==> src/rtl/tgu_pkg.sv <==
package tgu_pkg;
  localparam int SRC_N = 5;
  // source line positions inside the pattern word
  localparam int SRC_COINC = 0;
  localparam int SRC_PRIM  = 1;
  localparam int SRC_SEC   = 2;
  localparam int SRC_EXTA  = 3;
  localparam int SRC_EXTB  = 4;
  // register map
  localparam int ADR_PATTERN = 'h0;
  localparam int ADR_MASK    = 'h1;
  localparam int ADR_STATUS  = 'h2;
  localparam int ADR_CMD     = 'h3;
  localparam int ADR_RAWCNT  = 'h4;
  localparam int ADR_SRCCNT0 = 'h5;
  // command bits
  localparam int CMD_CLR_BUSY = 0;
  localparam int CMD_CLR_CNT  = 1;
endpackage

==> src/rtl/tgu_edge_counter.sv <==
module tgu_edge_counter #(
  parameter int CNT_W = 32
) (
  input  logic             clk,
  input  logic             rst_n,
  input  logic             clr,
  input  logic             level_in,
  output logic [CNT_W-1:0] count
);
  localparam logic [CNT_W-1:0] CNT_MAX = '1;

  logic prev_q;
  logic rise;

  assign rise = level_in & ~prev_q;

  always_ff @(posedge clk) begin
    if (!rst_n) begin
      prev_q <= 1'b0;
      count  <= '0;
    end else begin
      prev_q <= level_in;
      if (clr)
        count <= '0;
      else if (rise && count != CNT_MAX)
        count <= count + 1'b1;
    end
  end

  // a full counter stays full
  a_r9_no_wrap: assert property (@(posedge clk) disable iff (!rst_n)
    (count == CNT_MAX && !clr) |=> count == CNT_MAX);
  // count never decreases without a clear
  a_r7_monotonic: assert property (@(posedge clk) disable iff (!rst_n)
    !clr |=> count >= $past(count));
  // clear empties the counter
  a_r10_clear: assert property (@(posedge clk) disable iff (!rst_n)
    clr |=> count == '0);
endmodule

==> src/rtl/tgu_busy_ctl.sv <==
module tgu_busy_ctl #(
  parameter int SRC_W      = 5,
  parameter int BUSY_DELAY = 2
) (
  input  logic             clk,
  input  logic             rst_n,
  input  logic             raw,
  input  logic [SRC_W-1:0] src,
  input  logic             clr_busy,
  output logic             live,
  output logic             busy,
  output logic             evt_req,
  output logic [SRC_W-1:0] pattern
);
  // BUSY_DELAY must be at least 2: the pipe has one stage fewer than the delay
  localparam int PIPE_W = BUSY_DELAY - 1;

  logic [PIPE_W-1:0] pipe_q;
  logic              window;

  assign live   = raw & ~busy;
  assign window = |pipe_q;

  always_ff @(posedge clk) begin
    if (!rst_n) begin
      pipe_q <= '0;
    end else if (clr_busy) begin
      pipe_q <= '0;
    end else begin
      pipe_q[0] <= live;
      for (int i = 1; i < PIPE_W; i++)
        pipe_q[i] <= pipe_q[i-1];
    end
  end

  always_ff @(posedge clk) begin
    if (!rst_n) begin
      busy    <= 1'b0;
      evt_req <= 1'b0;
    end else if (clr_busy) begin
      busy    <= 1'b0;
      evt_req <= 1'b0;
    end else if (pipe_q[PIPE_W-1]) begin
      busy    <= 1'b1;
      evt_req <= 1'b1;
    end
  end

  always_ff @(posedge clk) begin
    if (!rst_n)
      pattern <= '0;
    else if (live && !window)
      pattern <= src;
  end

  // latches hold until the host clears them
  a_r6_busy_sticky: assert property (@(posedge clk) disable iff (!rst_n)
    (busy && !clr_busy) |=> busy);
  a_r6_clear: assert property (@(posedge clk) disable iff (!rst_n)
    clr_busy |=> (!busy && !evt_req));
  // request rises only together with busy
  a_r3_req_with_busy: assert property (@(posedge clk) disable iff (!rst_n)
    $rose(evt_req) |-> $rose(busy));
  // first acceptance captures the source lines
  a_r5_capture: assert property (@(posedge clk) disable iff (!rst_n)
    (live && !window) |=> pattern == $past(src));
  // later acceptances in the window leave the pattern alone
  a_r4_window_hold: assert property (@(posedge clk) disable iff (!rst_n)
    (live && window) |=> $stable(pattern));
endmodule

==> src/rtl/trig_accept_unit.sv <==
module trig_accept_unit
  import tgu_pkg::*;
#(
  parameter int CNT_W      = 32,
  parameter int DATA_W     = 32,
  parameter int ADDR_W     = 4,
  parameter int BUSY_DELAY = 2
) (
  input  logic              clk,
  input  logic              rst_n,
  input  logic [SRC_N-1:0]  src_in,
  output logic              live_trig,
  output logic              busy,
  output logic              evt_req,
  input  logic              host_wr_en,
  input  logic              host_rd_en,
  input  logic [ADDR_W-1:0] host_addr,
  input  logic [DATA_W-1:0] host_wdata,
  output logic [DATA_W-1:0] host_rd_data,
  output logic              host_rd_valid
);
  logic [SRC_N-1:0]  mask_q;
  logic [SRC_N-1:0]  pattern;
  logic              raw;
  logic              wr_cmd;
  logic              clr_busy;
  logic              clr_cnt;
  logic [CNT_W-1:0]  raw_cnt;
  logic [CNT_W-1:0]  src_cnt [SRC_N];
  logic [DATA_W-1:0] rd_mux;
  logic              wdata_unused;

  assign wdata_unused = ^host_wdata[DATA_W-1:SRC_N];

  assign raw      = |(src_in & mask_q);
  assign wr_cmd   = host_wr_en && (host_addr == ADDR_W'(ADR_CMD));
  assign clr_busy = wr_cmd & host_wdata[CMD_CLR_BUSY];
  assign clr_cnt  = wr_cmd & host_wdata[CMD_CLR_CNT];

  always_ff @(posedge clk) begin
    if (!rst_n)
      mask_q <= '0;
    else if (host_wr_en && host_addr == ADDR_W'(ADR_MASK))
      mask_q <= host_wdata[SRC_N-1:0];
  end

  tgu_busy_ctl #(
    .SRC_W      (SRC_N),
    .BUSY_DELAY (BUSY_DELAY)
  ) u_busy (
    .clk      (clk),
    .rst_n    (rst_n),
    .raw      (raw),
    .src      (src_in),
    .clr_busy (clr_busy),
    .live     (live_trig),
    .busy     (busy),
    .evt_req  (evt_req),
    .pattern  (pattern)
  );

  tgu_edge_counter #(.CNT_W(CNT_W)) u_raw_cnt (
    .clk      (clk),
    .rst_n    (rst_n),
    .clr      (clr_cnt),
    .level_in (raw),
    .count    (raw_cnt)
  );

  for (genvar g = 0; g < SRC_N; g++) begin : g_src_cnt
    tgu_edge_counter #(.CNT_W(CNT_W)) u_cnt (
      .clk      (clk),
      .rst_n    (rst_n),
      .clr      (clr_cnt),
      .level_in (src_in[g]),
      .count    (src_cnt[g])
    );
  end

  always_comb begin
    rd_mux = '0;
    if (host_addr == ADDR_W'(ADR_PATTERN))
      rd_mux = DATA_W'(pattern);
    else if (host_addr == ADDR_W'(ADR_MASK))
      rd_mux = DATA_W'(mask_q);
    else if (host_addr == ADDR_W'(ADR_STATUS))
      rd_mux = DATA_W'({evt_req, busy});
    else if (host_addr == ADDR_W'(ADR_RAWCNT))
      rd_mux = DATA_W'(raw_cnt);
    for (int i = 0; i < SRC_N; i++)
      if (host_addr == ADDR_W'(ADR_SRCCNT0 + i))
        rd_mux = DATA_W'(src_cnt[i]);
  end

  always_ff @(posedge clk) begin
    if (!rst_n) begin
      host_rd_data  <= '0;
      host_rd_valid <= 1'b0;
    end else begin
      host_rd_valid <= host_rd_en;
      if (host_rd_en)
        host_rd_data <= rd_mux;
    end
  end

  // a read strobe is answered in the next cycle
  a_r11_rd_valid: assert property (@(posedge clk) disable iff (!rst_n)
    host_rd_en |=> host_rd_valid);
  // no acceptance in a cycle where busy stayed set
  a_r2_blocked: assert property (@(posedge clk) disable iff (!rst_n)
    (busy && $past(busy)) |-> !live_trig);
endmodule

==> config.mk <==
export PLATFORM = sky130hd
export DESIGN_NAME = trig_accept_unit
export DESIGN_NICKNAME = d
export VERILOG_FILES = /design/src/rtl/tgu_pkg.sv /design/src/rtl/tgu_edge_counter.sv /design/src/rtl/tgu_busy_ctl.sv /design/src/rtl/trig_accept_unit.sv
export SDC_FILE = /design/constraint.sdc
export NUM_CORES = 1
export LEC_CHECK = 0
export BUFFER_PORTS_ARGS = -buffer_cell sky130_fd_sc_hd__clkbuf_2
export CAP_MARGIN = 20
export CORE_ASPECT_RATIO = 0.8
export CORE_MARGIN = 2
export CORE_UTILIZATION = 50
export DETAILED_ROUTE_END_ITERATION = 6
export PLACE_DENSITY = 0.68
export SLEW_MARGIN = 10
export SYNTH_ARGS = -nofsm -noshare
export SYNTH_HDL_FRONTEND = slang
export SYNTH_SLANG_ARGS = --single-unit
==> constraint.sdc <==
create_clock -name clk -period 4.76 [get_ports clk]
set_input_delay 0.952 -clock clk [delete_from_list [all_inputs] [get_ports clk]]
set_output_delay 0.952 -clock clk [all_outputs]
set_load 0.05 [all_outputs]
# == After elaboration in Yosys (flattened, before gate mapping) ==
# Index checks and enable logic that the tools add are counted.
# totals
elab_cells,80
output_inout_bits,36
regBits,243
latchBits,0
mem_bits_rw,0
rom_bits,0
mem_count,0
# op_classes
eq_ne,15
shift,0
reduce_logical,14
bitwise_logic,18
mux,9
mul,0
order_cmp,0
div,0
add_sub_neg,6
# op_table
op,n
two-way mux 32 bit,9
"adder 32 x 1 -> 32 bit, second input constant",6
"inequality test 32 bit, second input constant",6
"equality test 4 x 3 -> 1 bit, second input constant",4
AND 1 bit,9
logical AND 1 bit,9
"equality test 4 x 2 -> 1 bit, second input constant",2
"equality test 4 bit, second input constant",2
inverter 1 bit,8
AND 5 bit,1
OR reduction 5 bit,1
"equality test 4 x 1 -> 1 bit, second input constant",1
logical NOT 4 bit,1
OR reduction 2 bit,2
logical NOT 1 bit,1

# == Longest topological paths before layout ==
# Gate-level depths: netlist (run 1).
# depth
ltp_word,10
ltp_mapped,8
mapped_depth_nobuf,6

# == Cells and area by module ==
# Synthesis (run 1) repeated with hierarchy kept, for this count alone.
# unflattened
cells_unflattened,1589
area_unflattened_um2,13634.3
# by_module_without_submodules
mod,n_inst,cells_each,seq_area_each_um2,area_each_um2
tgu_edge_counter,6,201,660.6,1705.4
trig_accept_unit,1,354,760.7,3114.2
tgu_busy_ctl,1,29,140.1,287.8

# == Worst setup path before layout (run 1) ==
# Ideal clock, no wire load.
# synth_path
path_type,in2out
from,input port src_in[0]
to,output port live_trig
path_slack_ns,1.941
t_required_ns,3.808
n_path_buf,0
t_arrival_ns,1.867
stages,3
path_cell_list,a22oi_1 -> and2_1 -> nor2_1
# synth_between
elab_chain_len,3
# synth_lines
element,line_no,text
from (decl),trig_accept_unit.sv:11,"input logic [SRC_N-1:0] src_in,"
AND 5 bit,trig_accept_unit.sv:35,assign raw = |(src_in & mask_q);
OR reduction 5 bit,trig_accept_unit.sv:35,
AND 1 bit,tgu_busy_ctl.sv:21,assign live = raw & ~busy;
to (decl),trig_accept_unit.sv:12,"output logic live_trig,"
# Every way passes these cells.

# == Final worst setup path (run 1) ==
# layout_path
from,input port src_in[4]
to,output port live_trig
# The elaborated chain is that of the path after synthesis.

==> results.cfg, run 1 <==
[synth]
synth.distinct_cells = 70
syn_nets = 1602
synth_seq_cells = 243
netlist_area_um2 = 12700
syn_avg_cell_area_um2 = 8.20
syn_inst = 1551
synthArstFlopShare_pct = 0
synthFlopType = dfxtp_1
synth-edff-count = 0
yosys_warnings = 0
synth-seq-area-share_pct = 38.3

[layout]
fill_cells = 2356
insertedDiodeCount = 0
drive_above_1_share_pct = 8.85
fin_nets = 1602
synthToLayoutAreaGrowth_pct = 10.7

[floorplanning]
die_w_um = 182
dieArea_um2 = 26700
die_height_um = 147
io_pins = 81
rows = 52
start_util_pct = 50.6
core_area_um2 = 25100

[global_routing]
grt_max_degree = 117
grt_pass1_wl_um = 63100
first_global_vias = 10915
overflow = 0
antenna_found_initial = 2
grt_use_total_pct = 29.7

[status]
status = complete, no violations

[flow_run]
max_cap_viol_count = 0

[sta]
setup_tns_ns = 0
setup_ws_ns = 1.66
min_period_ns = 3.10
period_share_pct = 65.0
worst_pin_slew_ns = 1.03
finClkSkew_ns = 0.0130
rsz0062_at_grt = no
final-setup-viol-count = 0
fmax_mhz = 323
slew_violations = 0
finalHoldViolCount = 0
relSlewSlack_pct = 30.5

[power]
ir_drop_uv = 251
power.leakage_uw = 0.00428
powerDensity_nw_per_um2 = 318

[clock_tree]
insertion_delay_ns = 0.54
cts-root-buf = clkbuf_16
postCtsHoldBufs = 0
cts-resized-gates = 0
clk_path_buf_depth = 3
cts_tree = yes
path_clk_slew_ns = 0.05
numCtsBuffers = 27
cts_num_sinks = 243
cts_setup_buffers = 0
htreeDepth = 1

[detailed_routing]
routedWlPerCell_um = 21.4
first_pass_iters = 7
final_antenna_net_count = 0
drt-total-wl_um = 40600
vias_per_cell = 6.71
drc = 0
via_count = 12706
drt_iter0_drc = 1445

[min_path]
min_path_cells = 2
hold_end = u_busy.busy$_SDFFE_PP0P_
min_from = u_busy.pipe_q$_SDFF_PP0_
worstHoldPathType = reg2reg

[placed_design]
gp_congestion = 0.910
dp_hpwl_um = 28900
port_buffers = 53
dp_slack_ns = 1.48

[critical_path]
r2r_start = g_src_cnt[3].u_cnt.count[12]$_SDFFE_PP0P_
cp.required_ns = 3.81
rrSetupSlack_ns = 1.95
reg2reg_depth = 5
startpoint_type = input pin
critPathArrivalTime_ns = 2.14
path_class = in2out
path_max_fanout = 6
end_kind = primary output
rr_endpoint = g_src_cnt[3].u_cnt.count[19]$_SDFFE_PP0P_
[power breakdown]
group	internal [uW]	switching, uW	total [uW]
logic	65.1	189	254
registers	2060	22.2	2080
clock network	1280	868	2150
total	3400	1080	4480
[through the flow]
stage | utilization (%) | power [uW] | std cells | instance area, um2 | hold WS [ns]
6_report | 56.0 | 4480 | 1894 | 14100 | 0.475
5_1_grt | 56.0 | 4600 | 1894 | 14100 | 0.515
4_1_cts | 56.0 | 4490 | 1894 | 14100 | 0.478
3_5_place_dp | 52.4 | 2370 | 1846 | 13200 | 0.470
3_3_place_gp | 52.4 | 2370 | 1845 | 13200 | 0.462
2_1_floorplan | - | 2290 | 1551 | 12700 | 0.450
[synth_stat cells, drive strengths merged, types with 22 or more instances]
master / instances / area share [%]
buf: 28 / 1.1
a31oi: 22 / 1.1
o31ai: 48 / 2.8
nor4: 27 / 1.4
o21ai: 112 / 4.4
a21oi: 136 / 5.4
clkbuf: 74 / 2.2
or4: 52 / 3.1
nor2: 65 / 1.9
and4: 34 / 2.4
mux2i: 28 / 2.2
dfxtp: 243 / 38
xnor2: 30 / 2.1
inv: 30 / 0.89
a22oi: 29 / 1.7
nand3: 63 / 2.5
nand2b: 27 / 1.3
a221oi: 37 / 2.5
or3: 72 / 3.6
nand4: 56 / 2.8
nand2: 132 / 3.9
[worst max-delay path, cell delays in order]
cell	delay, ns
clkbuf_2	0.19
a222oi_1	0.41
and2_1	0.28
nor2_1	0.06
clkbuf_2	0.24
[per-layer routing]
| layer | vias up | share of wire, % | global-route usage (%) |
|---|---|---|---|
| met5 | - | 0 | 0 |
| met4 | 0 | 3.4 | 9.48 |
| met3 | 77 | 9.5 | 6.14 |
| met2 | 533 | 42 | 43.1 |
| met1 | 6158 | 45 | 43.7 |
| li1 | 5938 | - | - |
[registers in the layout (all words and copies together) (netlist names)]
register / count
g_src_cnt.u_cnt.count: 160
g_src_cnt.u_cnt.prev_q: 5
host_rd_data: 32
host_rd_valid: 1
mask_q: 5
u_busy.busy: 1
u_busy.pattern: 5
u_busy.pipe_q: 1
u_raw_cnt.count: 32
u_raw_cnt.prev_q: 1
[logic make-up (layout without fill, tap and decap cells)]
kind of cell / count (synthesis) / count (layout) / synth area share, %
AND/OR/NAND/NOR: 628 / 628 / 28.1
AO/OA/AOI/OAI: 471 / 471 / 23.6
flip-flops: 243 / 243 / 38.3
buffers and inverters: 132 / 151 / 4.20
XOR/XNOR: 39 / 39 / 2.69
multiplexers: 32 / 32 / 2.56
adder cells (fa/ha/maj): 6 / 6 / 0.590
[layout by cell type (no fill, tap or decap), types with 28 or more instances in the layout]
cell type  netlist  routed
nor2_1          65      65
a221oi_1        37      37
a21oi_1        135     135
or3_1           71      71
a22oi_1         29      29
or4_1           51      51
nand4_1         55      55
clkbuf_2         0      53
xnor2_1         30      30
inv_1           30      30
dfxtp_1        243     243
nand2_1        132     132
o21ai_0        111     111
nand3_1         63      63
o31ai_1         48      48
and4_1          33      33
mux2i_1         28      28
[final cells by class]
cell class	count	area, um2	share of cell area [%]
Multi-Input combinational cell	1176	7360	52.3
Sequential cell	243	4860	34.6
Clock buffer	37	763	5.42
Timing Repair Buffer	73	428	3.04
Tap cell	324	405	2.88
Clock inverter	11	136	0.969
Inverter	30	113	0.800
[worst max path at each step]
stage	from	to	slack, ns	cells past startpoint
5_1_grt	src_in[4]	live_trig	1.62	5
6_report	src_in[4]	live_trig	1.66	5
3_5_place_dp	src_in[4]	u_raw_cnt.count[21]$_SDFFE_PP0P_	1.48	6
2_1_floorplan	src_in[0]	live_trig	1.94	3
3_3_place_gp	host_addr[2]	g_src_cnt[3].u_cnt.count[1]$_SDFFE_PP0P_	1.56	7
4_1_cts	src_in[4]	live_trig	1.66	5
Note: power is estimated with default switching activity, not from simulation.
==> run 2: changes to the inputs <==
Clock period 4.76 ns to 3.1 ns, I/O delays scaled along.
==> results.cfg, run 2 (synthesis results as in run 1) <==
[sta]
worst_pin_slew_ns = 1.04
fmax_mhz = 375
timing.hold.ws_ns = 0.334
min_period_ns = 2.67
rsz0062_at_grt = no
setup_tns_ns = 0
finalHoldViolCount = 0
slew_violations = 0
final-setup-viol-count = 0
finClkSkew_ns = 0.0117
period_share_pct = 86.0
relSlewSlack_pct = 30.0

[clock_tree]
clk_path_buf_depth = 3
cts-root-buf = clkbuf_16
postCtsHoldBufs = 0
cts_tree = yes
cts_setup_buffers = 0
cts-resized-gates = 0
insertion_delay_ns = 0.54
numCtsBuffers = 27
path_clk_slew_ns = 0.06
htreeDepth = 1
cts_num_sinks = 243

[critical_path]
cpPeakStageDelay_ns = 0.89
path_class = reg2reg
rrSetupSlack_ns = 0.43
reg2reg_depth = 5
cp_cell_sequence = nand4_1, or4_1, o41ai_2, o21ai_0, a21oi_1
r2r_start = g_src_cnt[3].u_cnt.count[12]$_SDFFE_PP0P_
crit_slowest_cell = o41ai_2
rr_endpoint = g_src_cnt[3].u_cnt.count[15]$_SDFFE_PP0P_
critPathArrivalTime_ns = 3.12
startpoint_type = flop
cp.required_ns = 3.55
critPathTopFamily = compound AO/OA/AOI/OAI gates
cp_num_buf_inv = 0
end_kind = flop
path_max_fanout = 12

[detailed_routing]
drt_iter0_drc = 1486
first_pass_iters = 7
vias_per_cell = 6.69
routedWlPerCell_um = 21.3
drc = 11
final_antenna_net_count = 0
drt-total-wl_um = 40900
via_count = 12859

[layout]
drive_above_1_share_pct = 10.6
ff_latch_area_um2 = 4860
final_common_cell = dfxtp_1
largest_register_ffs = 160
layout_common_cells = dfxtp_1 (243), a21oi_1 (135), nand2_1 (132)
multi_input_area_um2 = 7360
top_register = g_src_cnt.u_cnt.count
final_cell_area_um2 = 14300
fin_nets = 1631
synthToLayoutAreaGrowth_pct = 12.4
fill_cells = 2292
reg.largest.list = g_src_cnt.u_cnt.count: 160 flops, host_rd_data: 32 flops, u_raw_cnt.count: 32 flops
insertedDiodeCount = 0
instances_no_fill = 1923

[placed_design]
gp_congestion = 0.969
dp.cells = 1875
port_buffers = 53
dp_hpwl_um = 29900
place_area_um2 = 13400

[power]
switching_share_pct = 24.2
powerDensity_nw_per_um2 = 481
seqPwrFrac_pct = 46.4
power.leakage_uw = 0.00443
p_clk_share_pct = 47.6
ir_drop_uv = 490
pwr-share-comb_pct = 6.0
p_switching_uw = 1660
cellInternalPower_uw = 5220

[flow_run]
max_cap_viol_count = 0

[floorplanning]
io_pins = 81
dieArea_um2 = 26700
die_height_um = 147
core_area_um2 = 25100
start_util_pct = 50.6
die_w_um = 182
rows = 52

[global_routing]
grt_pass1_wl_um = 63800
antenna_found_initial = 1
grt_max_degree = 57
grt_use_total_pct = 30.1
first_global_vias = 11230
overflow = 0

[min_path]
min_path_cells = 3
hold_end = mask_q[3]$_SDFFE_PN0P_
min_from = host_wdata[3]
worstHoldPathType = in2reg

[status]
status = complete, but fails checks
violations = design-rule violations
-- run 2: cell count changes in the layout (fill, tap and decap cells not counted) --
cell and delta:
buf_2 +1, buf_12 +1, clkbuf_8 +3, o311ai_2 -1
clkinv_2 +1, clkinvlp_4 +1, clkbuf_1 -3, bufinv_16 -1
o311ai_1 +1, buf_4 +27, inv_6 -1
-- run 2: worst reg2reg max path, cell delays in order, from the launching register on --
cell and delay, ns:
dfxtp_1 0.44, nand4_1 0.23, or4_1 0.66, o41ai_2 0.90
o21ai_0 0.18, a21oi_1 0.19
-- run 2: power groups by stage --
stage / logic (uW) / registers [uW] / clock network [uW]
2_1_floorplan: 199 / 3310 / 0
3_3_place_gp: 400 / 3260 / 0
3_5_place_dp: 404 / 3260 / 0
4_1_cts: 407 / 3190 / 3300
5_1_grt: 440 / 3190 / 3440
6_report: 415 / 3190 / 3280
-- run 2: layout make-up --
cell class / count / share of cell area (%)
clock buffer: 37 / 5.55
clock inverter: 11 / 0.770
inverter: 30 / 0.788
multi-input combinational: 1176 / 51.4
sequential: 243 / 34.0
tap: 324 / 2.84
timing repair buffer: 102 / 4.59
-- run 2: routing by layer --
metal	global-route usage, %	vias to the layer above	part of all wire [%]
met5	0	-	0.022
met4	10.7	2	3.8
met3	6.01	94	9.8
met2	43.5	600	41
met1	44.4	6133	45
li1	-	6030	-
-- run 2: how the worst max path moves through the flow --
stage	end	slack, ns	cells after the start	from
floorplan	g_src_cnt[0].u_cnt.count[27]$_SDFFE_PP0P_	0.62	7	host_addr[3]
global placement	g_src_cnt[3].u_cnt.count[21]$_SDFFE_PP0P_	0.48	6	src_in[3]
detailed placement	g_src_cnt[3].u_cnt.count[21]$_SDFFE_PP0P_	0.41	6	src_in[3]
CTS	g_src_cnt[3].u_cnt.count[15]$_SDFFE_PP0P_	0.42	5	g_src_cnt[3].u_cnt.count[12]$_SDFFE_PP0P_
global route	g_src_cnt[3].u_cnt.count[19]$_SDFFE_PP0P_	0.13	5	g_src_cnt[3].u_cnt.count[12]$_SDFFE_PP0P_
finish	g_src_cnt[3].u_cnt.count[15]$_SDFFE_PP0P_	0.43	5	g_src_cnt[3].u_cnt.count[12]$_SDFFE_PP0P_
-- run 2: per-stage QoR --
step	worst slack (ns)	util, %	total power, uW
floorplan	0.624	-	3510
global placement	0.482	53.3	3660
detailed placement	0.412	53.3	3660
CTS	0.416	56.9	6890
global route	0.134	56.9	7070
finish	0.434	56.9	6880
==> run 3: changes to the inputs <==
Settings changed: REMOVE_ABC_BUFFERS from default to 1.
==> results.cfg, run 3 (synthesis results as in run 1) <==
[status]
status = complete, no violations

[floorplanning]
start_util_pct = 50.6
core_area_um2 = 25100
die_height_um = 147
io_pins = 81
rows = 52
dieArea_um2 = 26700
die_w_um = 182

[layout]
top_register = g_src_cnt.u_cnt.count
reg.largest.list = g_src_cnt.u_cnt.count: 160 flops, host_rd_data: 32 flops, u_raw_cnt.count: 32 flops
final_cell_area_um2 = 14200
fill_cells = 2381
largest_register_ffs = 160
final_common_cell = dfxtp_1
final_util_pct = 56.6
fin_nets = 1623
layout_common_cells = dfxtp_1 (243), a21oi_1 (135), nand2_1 (132)
synthToLayoutAreaGrowth_pct = 11.7
instances_no_fill = 1914
ff_latch_area_um2 = 4860
multi_input_area_um2 = 7360
insertedDiodeCount = 0
drive_above_1_share_pct = 9.87

[detailed_routing]
first_pass_iters = 6
routedWlPerCell_um = 20.6
drt_iter0_drc = 1278
final_antenna_net_count = 0
drc = 0
vias_per_cell = 6.57
via_count = 12580
drt-total-wl_um = 39400

[clock_tree]
insertion_delay_ns = 0.53
cts-resized-gates = 0
path_clk_slew_ns = 0.07
numCtsBuffers = 25
htreeDepth = 1
cts_setup_buffers = 0
postCtsHoldBufs = 0
cts_tree = yes
cts_num_sinks = 243
cts-root-buf = clkbuf_16
clk_path_buf_depth = 3

[sta]
fmax_mhz = 362
period_share_pct = 89.2
finClkSkew_ns = 0.00878
finalHoldViolCount = 0
worst_pin_slew_ns = 1.15
rsz0062_at_grt = no
min_period_ns = 2.76
relSlewSlack_pct = 23.6
final-setup-viol-count = 0
slew_violations = 0
setup_ws_ns = 0.335

[global_routing]
first_global_vias = 11202
grt_pass1_wl_um = 62000
grt_use_total_pct = 29.1
overflow = 0
antenna_found_initial = 0
grt_max_degree = 74

[flow_run]
max_cap_viol_count = 0

[critical_path]
cp_num_buf_inv = 0
end_kind = flop
r2r_start = g_src_cnt[3].u_cnt.count[12]$_SDFFE_PP0P_
startpoint = g_src_cnt[3].u_cnt.count[12]$_SDFFE_PP0P_
critPathArrivalTime_ns = 3.23
cp.required_ns = 3.56
crit_slowest_cell = o41ai_2
startpoint_type = flop
cp_cell_sequence = nand4_1, or4_1, o41ai_2, o21ai_0, a21oi_1
critPathTopFamily = compound AO/OA/AOI/OAI gates
cpPeakStageDelay_ns = 0.93
path_max_fanout = 12
path_class = reg2reg

[placed_design]
port_buffers = 53
dp_slack_ns = 0.405
gp_congestion = 0.949
dp_hpwl_um = 27900
dp.cells = 1869
place_area_um2 = 13400

[min_path]
min_from = host_wdata[4]
worstHoldPathType = in2reg

[power]
power.leakage_uw = 0.00437
powerDensity_nw_per_um2 = 475
ir_drop_uv = 362
==> run 3: power by group <==
group / total, uW / switching [uW] / leakage, uW / internal [uW]
Clock: 3170 / 1310 / 0.000410 / 1860
Combinational: 391 / 278 / 0.00200 / 113
Sequential: 3190 / 33.1 / 0.00196 / 3160
==> run 3: layout make-up <==
type                       instances  area share, %
clock inverter                    12           1.16
inverter                          30          0.793
tap                              324           2.85
clock buffer                      33           4.76
sequential                       243           34.2
timing repair buffer              96           4.40
multi-input combinational       1176           51.8
==> run 3: through the flow <==
stage / hold slack, ns / setup TNS (ns) / total power, uW
global route: 0.341 / 0 / 6960
global placement: 0.468 / 0 / 3640
floorplan: 0.450 / -637.70 / 3470
finish: 0.333 / 0 / 6750
CTS: 0.324 / 0 / 6790
detailed placement: 0.477 / 0 / 3650
==> run 3: final timing paths <==
| check | to | slack [ns] | cells after the start |
|---|---|---|---|
| hold reg to reg | mask_q[0]$_SDFFE_PN0P_ | 0.49 | 2 |
| hold / removal | mask_q[4]$_SDFFE_PN0P_ | 0.33 | 3 |
| setup / recovery | g_src_cnt[3].u_cnt.count[13]$_SDFFE_PP0P_ | 0.34 | 5 |
| setup reg to reg | g_src_cnt[3].u_cnt.count[13]$_SDFFE_PP0P_ | 0.34 | 5 |
==> run 3: routing by layer <==
layer | GRT usage [%] | routed length, um
met5 | 0 | 0
met4 | 8.23 | 1100
met3 | 4.84 | 3450
met2 | 42.5 | 16600
met1 | 43.8 | 18200
==> run 3: worst min-delay path, delay by kind of cell <==
family / cells / cell delay (ns)
buffers and inverters: 1 / 0.08
AND/OR/NAND/NOR: 1 / 0.05
AO/OA/AOI/OAI: 1 / 0.06
